**src/rtl/bsm_pkg.sv**
```systemverilog
package bsm_pkg;

  // shortest encoding: unsigned for c >= 0, two's complement for c < 0
  function automatic int coef_len(input int c);
    int n;
    n = 1;
    if (c >= 0) begin
      for (int i = 1; i < 31; i++) if ((c >>> i) != 0) n = i + 1;
    end else begin
      for (int i = 1; i < 32; i++) if (c < -(1 <<< (n - 1))) n = n + 1;
    end
    return n;
  endfunction

  function automatic logic coef_bit(input int c, input int pos);
    return logic'((c >>> pos) & 1);
  endfunction

endpackage

```
**src/rtl/bsm_msb_stage.sv**
```systemverilog
module bsm_msb_stage #(
  parameter bit NEG = 1'b0,
  parameter bit BIT = 1'b1
) (
  input  logic clk_i,
  input  logic rst_ni,
  input  logic data_i,
  input  logic frame_i,
  output logic out_o
);
  // seen_q: a one has already passed in this word (serial negation state)
  logic seen_q, seen_eff;

  assign seen_eff = frame_i ? 1'b0 : seen_q;

  always_ff @(posedge clk_i or negedge rst_ni) begin
    if (!rst_ni) begin
      seen_q <= 1'b0;
      out_o  <= 1'b0;
    end else begin
      seen_q <= seen_eff | data_i;
      out_o  <= BIT & (data_i ^ (NEG & seen_eff));
    end
  end
endmodule

```
**src/rtl/bsm_add_stage.sv**
```systemverilog
module bsm_add_stage (
  input  logic clk_i,
  input  logic rst_ni,
  input  logic data_i,
  input  logic frame_i,
  input  logic in_i,
  output logic out_o
);
  logic       carry_q;
  logic [1:0] sum;

  always_comb begin
    sum = {1'b0, data_i};
    if (!frame_i) sum = sum + {1'b0, in_i} + {1'b0, carry_q};
  end

  always_ff @(posedge clk_i or negedge rst_ni) begin
    if (!rst_ni) begin
      carry_q <= 1'b0;
      out_o   <= 1'b0;
    end else begin
      carry_q <= sum[1];
      out_o   <= sum[0];
    end
  end
endmodule

```
**src/rtl/bsm_zero_stage.sv**
```systemverilog
module bsm_zero_stage (
  input  logic clk_i,
  input  logic rst_ni,
  input  logic frame_i,
  input  logic in_i,
  output logic out_o
);
  always_ff @(posedge clk_i or negedge rst_ni) begin
    if (!rst_ni) out_o <= 1'b0;
    else         out_o <= frame_i ? 1'b0 : in_i;
  end
endmodule

```
**src/rtl/bsm_const_mult.sv**
```systemverilog
module bsm_const_mult #(
  parameter int DATA_W = 12,
  parameter int COEF   = 11
) (
  input  logic clk_i,
  input  logic rst_ni,
  input  logic data_i,
  input  logic frame_i,
  output logic prod_o
);
  import bsm_pkg::*;

  localparam int FULL_LEN = coef_len(COEF);
  // bits at or above DATA_W only reach product bits beyond the word
  localparam bit TRIM     = FULL_LEN > DATA_W;
  localparam int N_STAGE  = TRIM ? DATA_W : FULL_LEN;
  localparam bit MSB_NEG  = (COEF < 0) && !TRIM;

  logic [N_STAGE-1:0] chain;

  for (genvar j = 0; j < N_STAGE; j++) begin : g_stage
    if (j == N_STAGE - 1) begin : g_msb
      bsm_msb_stage #(
        .NEG (MSB_NEG),
        .BIT (coef_bit(COEF, j))
      ) u_stage (
        .clk_i   (clk_i),
        .rst_ni  (rst_ni),
        .data_i  (data_i),
        .frame_i (frame_i),
        .out_o   (chain[j])
      );
    end else if (coef_bit(COEF, j)) begin : g_one
      bsm_add_stage u_stage (
        .clk_i   (clk_i),
        .rst_ni  (rst_ni),
        .data_i  (data_i),
        .frame_i (frame_i),
        .in_i    (chain[j+1]),
        .out_o   (chain[j])
      );
    end else begin : g_zero
      bsm_zero_stage u_stage (
        .clk_i   (clk_i),
        .rst_ni  (rst_ni),
        .frame_i (frame_i),
        .in_i    (chain[j+1]),
        .out_o   (chain[j])
      );
    end
  end

  assign prod_o = chain[0];

endmodule

```
**config.mk**
```make
export PLATFORM = sky130hd
export DESIGN_NAME = bsm_const_mult
export DESIGN_NICKNAME = d
export VERILOG_FILES = /design/src/rtl/bsm_pkg.sv /design/src/rtl/bsm_msb_stage.sv /design/src/rtl/bsm_add_stage.sv /design/src/rtl/bsm_zero_stage.sv /design/src/rtl/bsm_const_mult.sv
export SDC_FILE = /design/constraint.sdc
export NUM_CORES = 1
export LEC_CHECK = 0
export ABC_CLOCK_PERIOD_IN_PS = 1490
export BUFFER_PORTS_ARGS = -buffer_cell sky130_fd_sc_hd__buf_2
export CAP_MARGIN = 10
export CORE_AREA = 2 2 39 41
export CTS_CLUSTER_DIAMETER = 150
export DETAILED_ROUTE_END_ITERATION = 12
export DIE_AREA = 0 0 41 43
export SETUP_SLACK_MARGIN = 0.2
export SYNTH_ARGS = -nofsm -noshare
export SYNTH_HDL_FRONTEND = slang
export SYNTH_SLANG_ARGS = --single-unit
```
**constraint.sdc**
```tcl
create_clock -name clk_i -period 1.49 [get_ports clk_i]
set_clock_uncertainty 0.05 [all_clocks]
set_input_delay 0.298 -clock clk_i [delete_from_list [all_inputs] [get_ports clk_i]]
set_output_delay 0.298 -clock clk_i [all_outputs]
set_load 0.05 [all_outputs]
```
* Word-level counts from Yosys, hierarchy flattened
Cells that the tools add are included.
Cells by class: $add $sub $neg 4, multiplexer cells 3
Operators by type and width (number):
- adder 1 x 1 -> 2 bit | 2
- adder 2 x 1 -> 2 bit | 2
- 2-to-1 mux 2 bit | 2
- 2-to-1 mux 1 bit | 1
Word-level totals: flip-flop bits (word level) 6, input bits 4, output and inout bits 1

* Longest topological paths before layout
Gate-level depths: netlist of run 1.
word-level depth 3, gate-level depth with buffers 3, depth with buffers taken out 3

* By module
A second synthesis of run 1 with hierarchy kept.
Second synthesis, totals: cell total of the unflattened synthesis 13, area total of the unflattened synthesis 251.5 um2
By module, submodules not included:
- bsm_add_stage | instances 2, cells an instance 5, area each 93.8 um2, sequential area each 50.0 um2
- bsm_zero_stage | instances 1, cells an instance 2, area each 38.8 um2, sequential area each 25.0 um2
- bsm_msb_stage | instances 1, cells an instance 1, area each 25.0 um2, sequential area each 25.0 um2

* Least setup slack after synthesis of run 1
No wires, ideal clock.
kind input to register, from in data_i, to reg g_stage[1].g_one.u_stage.out_o, setup time 120 ps, data arrival time 936 ps, data required time 1320 ps, path slack 384 ps, cell stages on the path 3, buffers on the path 0, path through inv_1 fa_1 a21oi_1
On the way: word-level cells in the longest chain between the ends 3
Ends and longest elaborated chain:
- start: declaration | line bsm_const_mult.sv:7 | input logic data_i,
- adder 1 x 1 -> 2 bit | line bsm_add_stage.sv:14 | if (!frame_i) sum = sum + {1'b0, in_i} + {1'b0, carry_q};
- adder 2 x 1 -> 2 bit | line bsm_add_stage.sv:14
- 2-to-1 mux 2 bit (*) | line bsm_add_stage.sv:14
- named net g_stage[1].g_one.u_stage.sum[0] | line bsm_add_stage.sv:10 | logic [1:0] sum;
- end signal: assignment | line bsm_add_stage.sv:23 | out_o <= sum[0];
- end: declaration | line bsm_add_stage.sv:7 | output logic out_o
Mark *: on every way through the listed nets, which the timed path passes. The rest lies on a longest branch.

* Worst setup path after layout of run 1
from reg g_stage[0].g_one.u_stage.out_o, to out prod_o
RTL lines:
- start: declaration | line bsm_add_stage.sv:7
- start signal: assignment | line bsm_add_stage.sv:23
- end: declaration | line bsm_const_mult.sv:9 | output logic prod_o
No word-level cell between the ends.

==> impl_metrics.json, run 1 <==
{
  "cellLeakagePower_nw": 0.159,
  "avgViaCountPerCell": 3.50,
  "yosysUniqueCellTypes": 7,
  "wire_per_inst_um": 7.75,
  "holdPathStages": 1,
  "cts-resized-gates": 0,
  "period_minus_slack_ps": 1150,
  "critPathRequiredTime_ps": 1140,
  "ys.warnings.count": 0,
  "tightest_slew_ps": 248,
  "crit_buf_inv": 1,
  "hold_start": "data_i",
  "critPathLaunchType": "flip-flop",
  "ys.flop_type": "dfrtp_1",
  "rows": 14,
  "r2r_end": "g_stage[1].g_one.u_stage.out_o$_DFF_PN0_",
  "hold_path_end": "g_stage[3].g_msb.u_stage.out_o$_DFF_PN0_",
  "clk_pin_slew_ps": 40,
  "nets": 36,
  "clk_latency_ps": 240,
  "drcViolationCount": 0,
  "syn_nets": 26,
  "cts_tree": "built",
  "hold_path_class": "input port to flip-flop",
  "path_class": "flip-flop to output port",
  "status": "finished, final reports clean",
  "slew_headroom": 0.836,
  "grtUsageTotal": 0.0609,
  "setup_violations": 0,
  "grt_pass1_vias": 150,
  "utilization": 0.231,
  "syn_inst": 20,
  "fillers": 145,
  "cts_setup_buffers": 0,
  "vdd_drop_max_mv": 0.398,
  "hold_viol": 0,
  "die_h_um": 43,
  "path_max_fanout": 1,
  "die_w_um": 41,
  "htree_num_levels": 1,
  "critPathCaptureType": "output port",
  "clockBufferDepth": 2,
  "grt_pass1_wl_um": 607,
  "clock-sinks": 6,
  "grt_setup_unrepaired": "false",
  "cpMaxStageDelayCell": "dfrtp_1",
  "power_density_mw_per_mm2": 1190,
  "dr.first_iter.drc_count": 0,
  "cp_slowest_stage_delay_ps": 310,
  "root_buffer": "clkbuf_4",
  "synth_edf_count": 0,
  "numPortBuffers": 4,
  "synth_seq_cells": 6,
  "core-area_mm2": 0.00138,
  "wirelength_um": 341,
  "syn_avg_cell_area_um2": 12.3,
  "synth_top_area_cell": "dfrtp_1",
  "ys_async_sr_fraction": 1.00,
  "num_io_pins": 5,
  "place_hpwl_um": 269,
  "fp.dieArea_mm2": 0.00176,
  "drv_slew": 0,
  "fin_tns_setup_ps": 0,
  "area.growth.synth_to_final_pct": 29.4,
  "synth_top_area_frac": 0.609,
  "antenna_found_initial": 0,
  "grt_overflow_total": 0,
  "ant_nets": 0,
  "r2r_cells": 3,
  "ys_top_cells_by_count": "dfrtp_1, inv_1, a21oi_1, fa_1, nor2_1",
  "finalCritPeriodShare": 0.771,
  "syn_area_um2": 246,
  "fmax_mhz": 870,
  "routabilityCongestion": 0.704,
  "start_util": 0.178,
  "cp.arrival_ps": 800,
  "cp_top_family": "flip-flops",
  "yosysSeqAreaShare": 0.609,
  "synthTopCellsByArea": "dfrtp_1, fa_1, inv_1, a21oi_1, and2b_2",
  "vias": 154,
  "drv_cap": 0,
  "cts_buffers": 3,
  "total_power_mw": 0.379,
  "path_cells": "buf_2",
  "drive_above_1_share": 0.286,
  "timing.rr.start": "g_stage[1].g_one.u_stage.carry_q$_DFF_PN0_",
  "drt_pass1_iterations": 1,
  "rrSetupSlack_ps": 400,
  "n_antenna_cell": 0,
  "grt_start_max_net_pins": 7
}
==> flip-flops by register name, summed over array words and instances (netlist names) <==
| register | count |
|---|---|
| g_stage.g_one.u_stage.carry_q | 2 |
| g_stage.g_one.u_stage.out_o | 2 |
| g_stage.g_zero.u_stage.out_o | 1 |
| g_stage.g_msb.u_stage.out_o | 1 |
==> worst max path at each step <==
stage	depth (start not counted)	startpoint	to
floorplan	3	data_i	g_stage[1].g_one.u_stage.out_o$_DFF_PN0_
global placement	4	data_i	g_stage[1].g_one.u_stage.out_o$_DFF_PN0_
detailed placement	4	data_i	g_stage[0].g_one.u_stage.out_o$_DFF_PN0_
CTS	1	g_stage[0].g_one.u_stage.out_o$_DFF_PN0_	prod_o
global route	1	g_stage[0].g_one.u_stage.out_o$_DFF_PN0_	prod_o
finish	1	g_stage[0].g_one.u_stage.out_o$_DFF_PN0_	prod_o
==> layout make-up <==
cell class | instances | area (um2) | share of cell area
Clock buffer | 3 | 22.5 | 0.0706
Tap cell | 16 | 20.0 | 0.0627
Multi-Input combinational cell | 8 | 73.8 | 0.231
Inverter | 6 | 22.5 | 0.0706
Sequential cell | 6 | 150 | 0.471
Timing Repair Buffer | 5 | 30.0 | 0.0941
==> where the power goes <==
group / internal, mW / switching (mW)
Combinational: 0.0186 / 0.0349
Sequential: 0.176 / 0.00284
Clock: 0.0909 / 0.0553
==> kinds of logic after synthesis <==
family,count (synthesis),synth area share
compound gates,2,0.0406
flops,6,0.609
simple gates,4,0.0965
fa+ha+maj,2,0.162
buf+inv,6,0.0914
==> per-layer routing <==
layer	routed length [um]	vias to the layer above	global-route usage
li1	-	73	-
met1	174	74	0.0667
met2	127	7	0.0688
met3	39	0	0.0628
met4	0	0	0.0400
met5	0	-	0
==> layout by cell type (no fill, tap or decap) <==
cell type,count
dfrtp_1,6
and2b_2,1
buf_2,4
and2b_1,1
dlygate4sd3_1,1
nor2_1,2
fa_1,2
clkbuf_4,3
a21oi_1,2
inv_1,6
==> per-stage QoR <==
step | instance area (um2) | hold WS (ps) | setup WS [ps] | instances
2_1_floorplan | 246 | -47.6 | 384 | 20
3_3_place_gp | 287 | 83.1 | 248 | 40
3_5_place_dp | 287 | 79.2 | 240 | 40
4_1_cts | 319 | 137 | 324 | 44
5_1_grt | 319 | 137 | 296 | 44
6_report | 319 | 144 | 341 | 44
==> repair_timing <==
action / 4_1_cts / 5_1_grt
hold buffers: 1 / 0
endpoints found under the hold margin: 6 / 0
setup endpoints to repair: 0 / 0
Power figures use the tool's default switching activity.
==> run 2, diff against run 1 <==
Settings changed: ABC_CLOCK_PERIOD_IN_PS 1490 to 950.
Clock period 1.49 ns to 0.95 ns, I/O delays scaled along.
==> run 2 against run 1 <==
Compared with the run above: sequential power up 59%; highest routed layer unchanged; flip-flop and latch count stayed put; register-to-register slack worse by 550 ps; critical endpoint is now g_stage[1].g_one.u_stage.out_o$_DFF_PN0_; global-route usage grew 0.12 points; critical path type is now flip-flop to flip-flop; cell count unchanged; die area stayed put; worst hold slack worse by 110 ps; the run now ends with negative setup slack left.
==> impl_metrics.json, run 2 (synthesized netlist as in run 1, its figures left out) <==
{
  "seqPwrFrac": 0.457,
  "clk_latency_ps": 240,
  "cts_buffers": 3,
  "wire_per_inst_um": 8.82,
  "core-area_mm2": 0.00138,
  "mostFrequentLayoutCells": "dfrtp_1, inv_1, inv_2, clkbuf_4, buf_2",
  "timing.rr.start": "g_stage[2].g_zero.u_stage.out_o$_DFF_PN0_",
  "drive_above_1_share": 0.571,
  "combPwrFrac": 0.176,
  "grtUsageMet2": 0.0875,
  "setup_ws_ps": -154,
  "cts_setup_buffers": 0,
  "hold_start": "data_i",
  "cp.arrival_ps": 1190,
  "drt_pass1_iterations": 2,
  "fillers": 148,
  "top_regs": "g_stage.g_one.u_stage.carry_q: 2 flops, g_stage.g_one.u_stage.out_o: 2 flops",
  "critPathRequiredTime_ps": 1030,
  "n_antenna_cell": 0,
  "cellLeakagePower_nw": 0.159,
  "swShare": 0.252,
  "hold_path_class": "input port to flip-flop",
  "clk_pin_slew_ps": 50,
  "power_density_mw_per_mm2": 1830,
  "pre_cts_ws_ps": -218,
  "setup_violations": 3,
  "clockPowerShare": 0.368,
  "dr.first_iter.drc_count": 3,
  "place_hpwl_um": 298,
  "r2r_end": "g_stage[1].g_one.u_stage.out_o$_DFF_PN0_",
  "hold_viol": 0,
  "numPortBuffers": 4,
  "vias": 149,
  "path_max_fanout": 1,
  "root_buffer": "clkbuf_4",
  "hold_ws_ps": 36.7,
  "holdPathStages": 1,
  "intPower_mw": 0.466,
  "htree_num_levels": 1,
  "layout_commonest_cell": "dfrtp_1",
  "path_class": "flip-flop to flip-flop",
  "grt_setup_unrepaired": "true",
  "cts_tree": "built",
  "hold_path_end": "g_stage[3].g_msb.u_stage.out_o$_DFF_PN0_",
  "status": "complete, but fails checks",
  "gr-usage-met1": 0.0606,
  "die_h_um": 43,
  "drv_slew": 0,
  "tightest_slew_ps": 167,
  "crit_start": "g_stage[2].g_zero.u_stage.out_o$_DFF_PN0_",
  "grt_overflow_total": 0,
  "r2r_cells": 3,
  "antenna_found_initial": 0,
  "clock-sinks": 6,
  "critPathCaptureType": "flip-flop",
  "start_util": 0.178,
  "finalCritPeriodShare": 1.16,
  "die_w_um": 41,
  "grtUsageTotal": 0.0621,
  "drcViolationCount": 0,
  "clockBufferDepth": 2,
  "routabilityCongestion": 0.714,
  "num_io_pins": 5,
  "grt_pass1_vias": 177,
  "slew_headroom": 0.889,
  "power_switching_mw": 0.156,
  "top_usage_layer": "met2",
  "rrSetupSlack_ps": -150,
  "fp.dieArea_mm2": 0.00176,
  "period_minus_slack_ps": 1100,
  "grt.met3_usage": 0.0628,
  "wirelength_um": 388,
  "nets": 36,
  "violations": "negative setup slack",
  "area.growth.synth_to_final_pct": 38.1,
  "critPathLaunchType": "flip-flop",
  "drv_cap": 0,
  "rows": 14,
  "fmax_mhz": 905,
  "grt_pass1_wl_um": 669,
  "vdd_drop_max_mv": 1.09,
  "ant_nets": 0,
  "avgViaCountPerCell": 3.39,
  "grt_start_max_net_pins": 7
}
[run 2: metal layers]
layer / vias to the layer above / part of all wire
met1: 69 / 0.37
met5: - / 0
met3: 0 / 0.11
met2: 7 / 0.52
met4: 0 / 0
li1: 73 / -
[run 2: worst max-delay path by stage]
stage                                                to
2_1_floorplan  g_stage[0].g_one.u_stage.out_o$_DFF_PN0_
3_3_place_gp   g_stage[1].g_one.u_stage.out_o$_DFF_PN0_
3_5_place_dp   g_stage[1].g_one.u_stage.out_o$_DFF_PN0_
4_1_cts        g_stage[1].g_one.u_stage.out_o$_DFF_PN0_
5_1_grt        g_stage[1].g_one.u_stage.out_o$_DFF_PN0_
6_report       g_stage[1].g_one.u_stage.out_o$_DFF_PN0_
[run 2: through the flow]
step / cell area, um2 / TNS [ps] / util / std cells / power [mW]
final: 340 / -347 / 0.246 / 44 / 0.622
after global routing: 340 / -516 / 0.246 / 44 / 0.678
after CTS: 325 / -354 / 0.235 / 44 / 0.624
after detailed placement: 287 / -528 / 0.207 / 40 / 0.370
after global placement: 287 / -429 / 0.207 / 40 / 0.365
after floorplan: 246 / -202 / - / 20 / 0.340
[run 2: power by group through the flow]
stage / Clock (mW) / Sequential [mW] / Combinational, mW
detailed placement: 0 / 0.285 / 0.0851
finish: 0.229 / 0.284 / 0.109
global route: 0.269 / 0.286 / 0.123
CTS: 0.244 / 0.283 / 0.0969
floorplan: 0 / 0.307 / 0.0328
global placement: 0 / 0.284 / 0.0806
[run 2: final cells by class]
type / instances / area [um2] / area share
well taps: 16 / 20.0 / 0.0588
clock buffers: 3 / 22.5 / 0.0662
inverters: 6 / 22.5 / 0.0662
flip-flops and latches: 6 / 150 / 0.441
multi-input cells: 8 / 88.8 / 0.261
repair buffers: 5 / 36.3 / 0.107
[run 2: critical path, stage by stage (launching register included)]
cell	delay, ps
dfrtp_1	330
inv_2	40
fa_2	540
a21oi_2	50
[run 2: what timing repair did]
action | in CTS | in global routing
endpoints found under the hold margin | 6 | 0
setup endpoints to repair | 5 | 5
gates resized for setup | 3 | 7
hold buffers | 1 | 0
pin swaps | 1 | 2
==> run 3, diff against run 2 <==
Settings changed: SYNTH_HIERARCHICAL from default to 1.
==> run 3 against run 2 <==
Compared with the run above: the run still ends with negative setup slack left; clock power hardly changed; highest routed layer is now met4; critical path type unchanged; utilization is 0.18 points higher; routed wire length is 5.9% lower.
==> impl_metrics.json, run 3 <==
{
  "root_buffer": "clkbuf_4",
  "timing.rr.start": "g_stage[1].g_one.u_stage/out_o$_DFF_PN0_",
  "htree_num_levels": 1,
  "dpl_cell_area_um2": 304,
  "critPathLaunchType": "flip-flop",
  "wirelength_um": 365,
  "start_util": 0.182,
  "hold_path_end": "g_stage[2].g_zero.u_stage/out_o$_DFF_PN0_",
  "n_antenna_cell": 0,
  "hold_path_class": "input port to flip-flop",
  "fmax_mhz": 795,
  "synth_seq_cells": 6,
  "dp_cells": 34,
  "grt_overflow_total": 0,
  "total_power_mw": 0.632,
  "cellLeakagePower_nw": 0.165,
  "cts_tree": "built",
  "r2r_end": "g_stage[0].g_one.u_stage/out_o$_DFF_PN0_",
  "yosysUniqueCellTypes": 5,
  "clk_latency_ps": 240,
  "cts_setup_buffers": 0,
  "die_w_um": 41,
  "dr.first_iter.drc_count": 1,
  "violations": "negative setup slack",
  "seq_area_um2": 150,
  "synth_top_area_cell": "dfrtp_1",
  "tightest_slew_ps": 137,
  "synth_edf_count": 0,
  "ys_async_sr_fraction": 1.00,
  "grt_pass1_wl_um": 696,
  "fp.dieArea_mm2": 0.00176,
  "slew_headroom": 0.908,
  "syn_area_um2": 251,
  "synth_top_area_frac": 0.597,
  "top_regs": "g_stage.g_one.u_stage/carry_q: 2 flops, g_stage.g_one.u_stage/out_o: 2 flops",
  "layout_commonest_cell": "dfrtp_1",
  "nets": 30,
  "wire_per_inst_um": 9.61,
  "period_minus_slack_ps": 1260,
  "syn_avg_cell_area_um2": 19.3,
  "area.growth.synth_to_final_pct": 36.3,
  "ant_nets": 0,
  "cp.arrival_ps": 1330,
  "ys.warnings.count": 6,
  "setup_violations": 5,
  "cpMaxStageDelayCell": "fa_2",
  "routed-wl-met2_um": 172,
  "synthTopCellsByArea": "dfrtp_1, fa_1, mux2_4, and2b_2, nor2b_4",
  "drt_pass1_iterations": 2,
  "finalCritPeriodShare": 1.32,
  "yosysSeqAreaShare": 0.597,
  "hold_viol": 0,
  "path_class": "flip-flop to flip-flop",
  "ys_top_cells_by_count": "dfrtp_1, and2b_2, fa_1, mux2_4, nor2b_4",
  "rrSetupSlack_ps": -310,
  "fin_tns_setup_ps": -897,
  "cts_buffers": 3,
  "rows": 14,
  "hold_start": "frame_i",
  "ys.flop_type": "dfrtp_1",
  "setup_ws_ps": -307,
  "power_density_mw_per_mm2": 1840,
  "path_cells": "fa_2 -> mux2_4",
  "routabilityCongestion": 0.554,
  "wl_met1_um": 124,
  "mostFrequentLayoutCells": "dfrtp_1, clkbuf_4, buf_2",
  "syn_inst": 13,
  "critPathCaptureType": "flip-flop",
  "r2r_cells": 2,
  "drcViolationCount": 0,
  "grt_start_max_net_pins": 7,
  "drv_cap": 0,
  "holdPathStages": 2,
  "num_io_pins": 5,
  "critPathRequiredTime_ps": 1030,
  "die_h_um": 43,
  "drive_above_1_share": 0.682,
  "vias": 135,
  "avgViaCountPerCell": 3.55,
  "syn_nets": 19,
  "path_max_fanout": 1,
  "grt_setup_unrepaired": "true",
  "top_layer_used": "met4",
  "final_cells": 38,
  "pre_cts_ws_ps": -306,
  "wl_met3_um": 61,
  "status": "complete, but fails checks",
  "final_cell_area_um2": 343,
  "antenna_found_initial": 0,
  "grtUsageTotal": 0.0719,
  "vdd_drop_max_mv": 0.865,
  "clock-sinks": 6,
  "post-synth-top-count-cell": "dfrtp_1",
  "clk_pin_slew_ps": 40,
  "drv_slew": 0,
  "grt_pass1_vias": 173,
  "fillers": 140,
  "core-area_mm2": 0.00138,
  "clockBufferDepth": 2,
  "cp_slowest_stage_delay_ps": 440,
  "numPortBuffers": 4,
  "multi_input_area_um2": 106
}
## run 3: cell types whose count changed after synthesis, sizes merged
cell	change
mux2	+2
inv	-6
a21oi	-2
nor2b	+1
nor2	-2
## run 3: cell type report
type | instances | area share
Tap cell | 16 | 0.0584
Timing Repair Buffer | 6 | 0.128
Multi-Input combinational cell | 7 | 0.310
Clock buffer | 3 | 0.0657
Sequential cell | 6 | 0.438
## run 3: worst max-delay path, delay by kind of cell, from the launching register on
family / cells / cell delay (ps)
multiplexers: 1 / 270
adder cells (fa/ha/maj): 1 / 440
flip-flops: 1 / 380
## run 3: worst max path at each step
stage,to,slack [ps],cells after the start,start
6_report,g_stage[0].g_one.u_stage/out_o$_DFF_PN0_,-310,2,g_stage[1].g_one.u_stage/out_o$_DFF_PN0_
5_1_grt,g_stage[0].g_one.u_stage/out_o$_DFF_PN0_,-330,2,g_stage[1].g_one.u_stage/out_o$_DFF_PN0_
4_1_cts,g_stage[0].g_one.u_stage/out_o$_DFF_PN0_,-320,2,g_stage[1].g_one.u_stage/out_o$_DFF_PN0_
3_5_place_dp,g_stage[1].g_one.u_stage/out_o$_DFF_PN0_,-310,2,g_stage[2].g_zero.u_stage/out_o$_DFF_PN0_
3_3_place_gp,g_stage[0].g_one.u_stage/out_o$_DFF_PN0_,-290,2,g_stage[1].g_one.u_stage/out_o$_DFF_PN0_
2_1_floorplan,g_stage[0].g_one.u_stage/out_o$_DFF_PN0_,-270,2,g_stage[1].g_one.u_stage/out_o$_DFF_PN0_
## run 3: repair_timing
action | CTS | global route
gates cloned | 0 | 0
hold buffers | 1 | 0
setup endpoints to repair | 5 | 5
gates resized for setup | 2 | 0
hold endpoints to repair | 6 | 0
## run 3: kinds of logic (layout without fill, tap and decap cells)
family	Yosys count	after routing	synth area share
and+or+nand+nor	3	3	0.124
muxes	2	2	0.119
buffers and inverters	0	9	0
adders and majority gates	2	2	0.159
DFF	6	6	0.597
## run 3: per-stage QoR
step / hold WS, ps / util
2_1_floorplan: -156 / -
3_3_place_gp: -39.1 / 0.220
3_5_place_dp: -31.1 / 0.220
4_1_cts: 141 / 0.248
5_1_grt: 144 / 0.248
6_report: 146 / 0.248
## run 3: report_power, final
| part | switching, mW | internal (mW) |
|---|---|---|
| Sequential | 0.0115 | 0.279 |
| Combinational | 0.0564 | 0.0591 |
| Clock | 0.0836 | 0.142 |
| Total | 0.152 | 0.480 |
## run 3: metal layers
metal / up-vias / GRT usage
met5: - / 0
met4: 0 / 0.0400
met3: 2 / 0.0942
met2: 9 / 0.0938
met1: 65 / 0.0561
li1: 59 / -
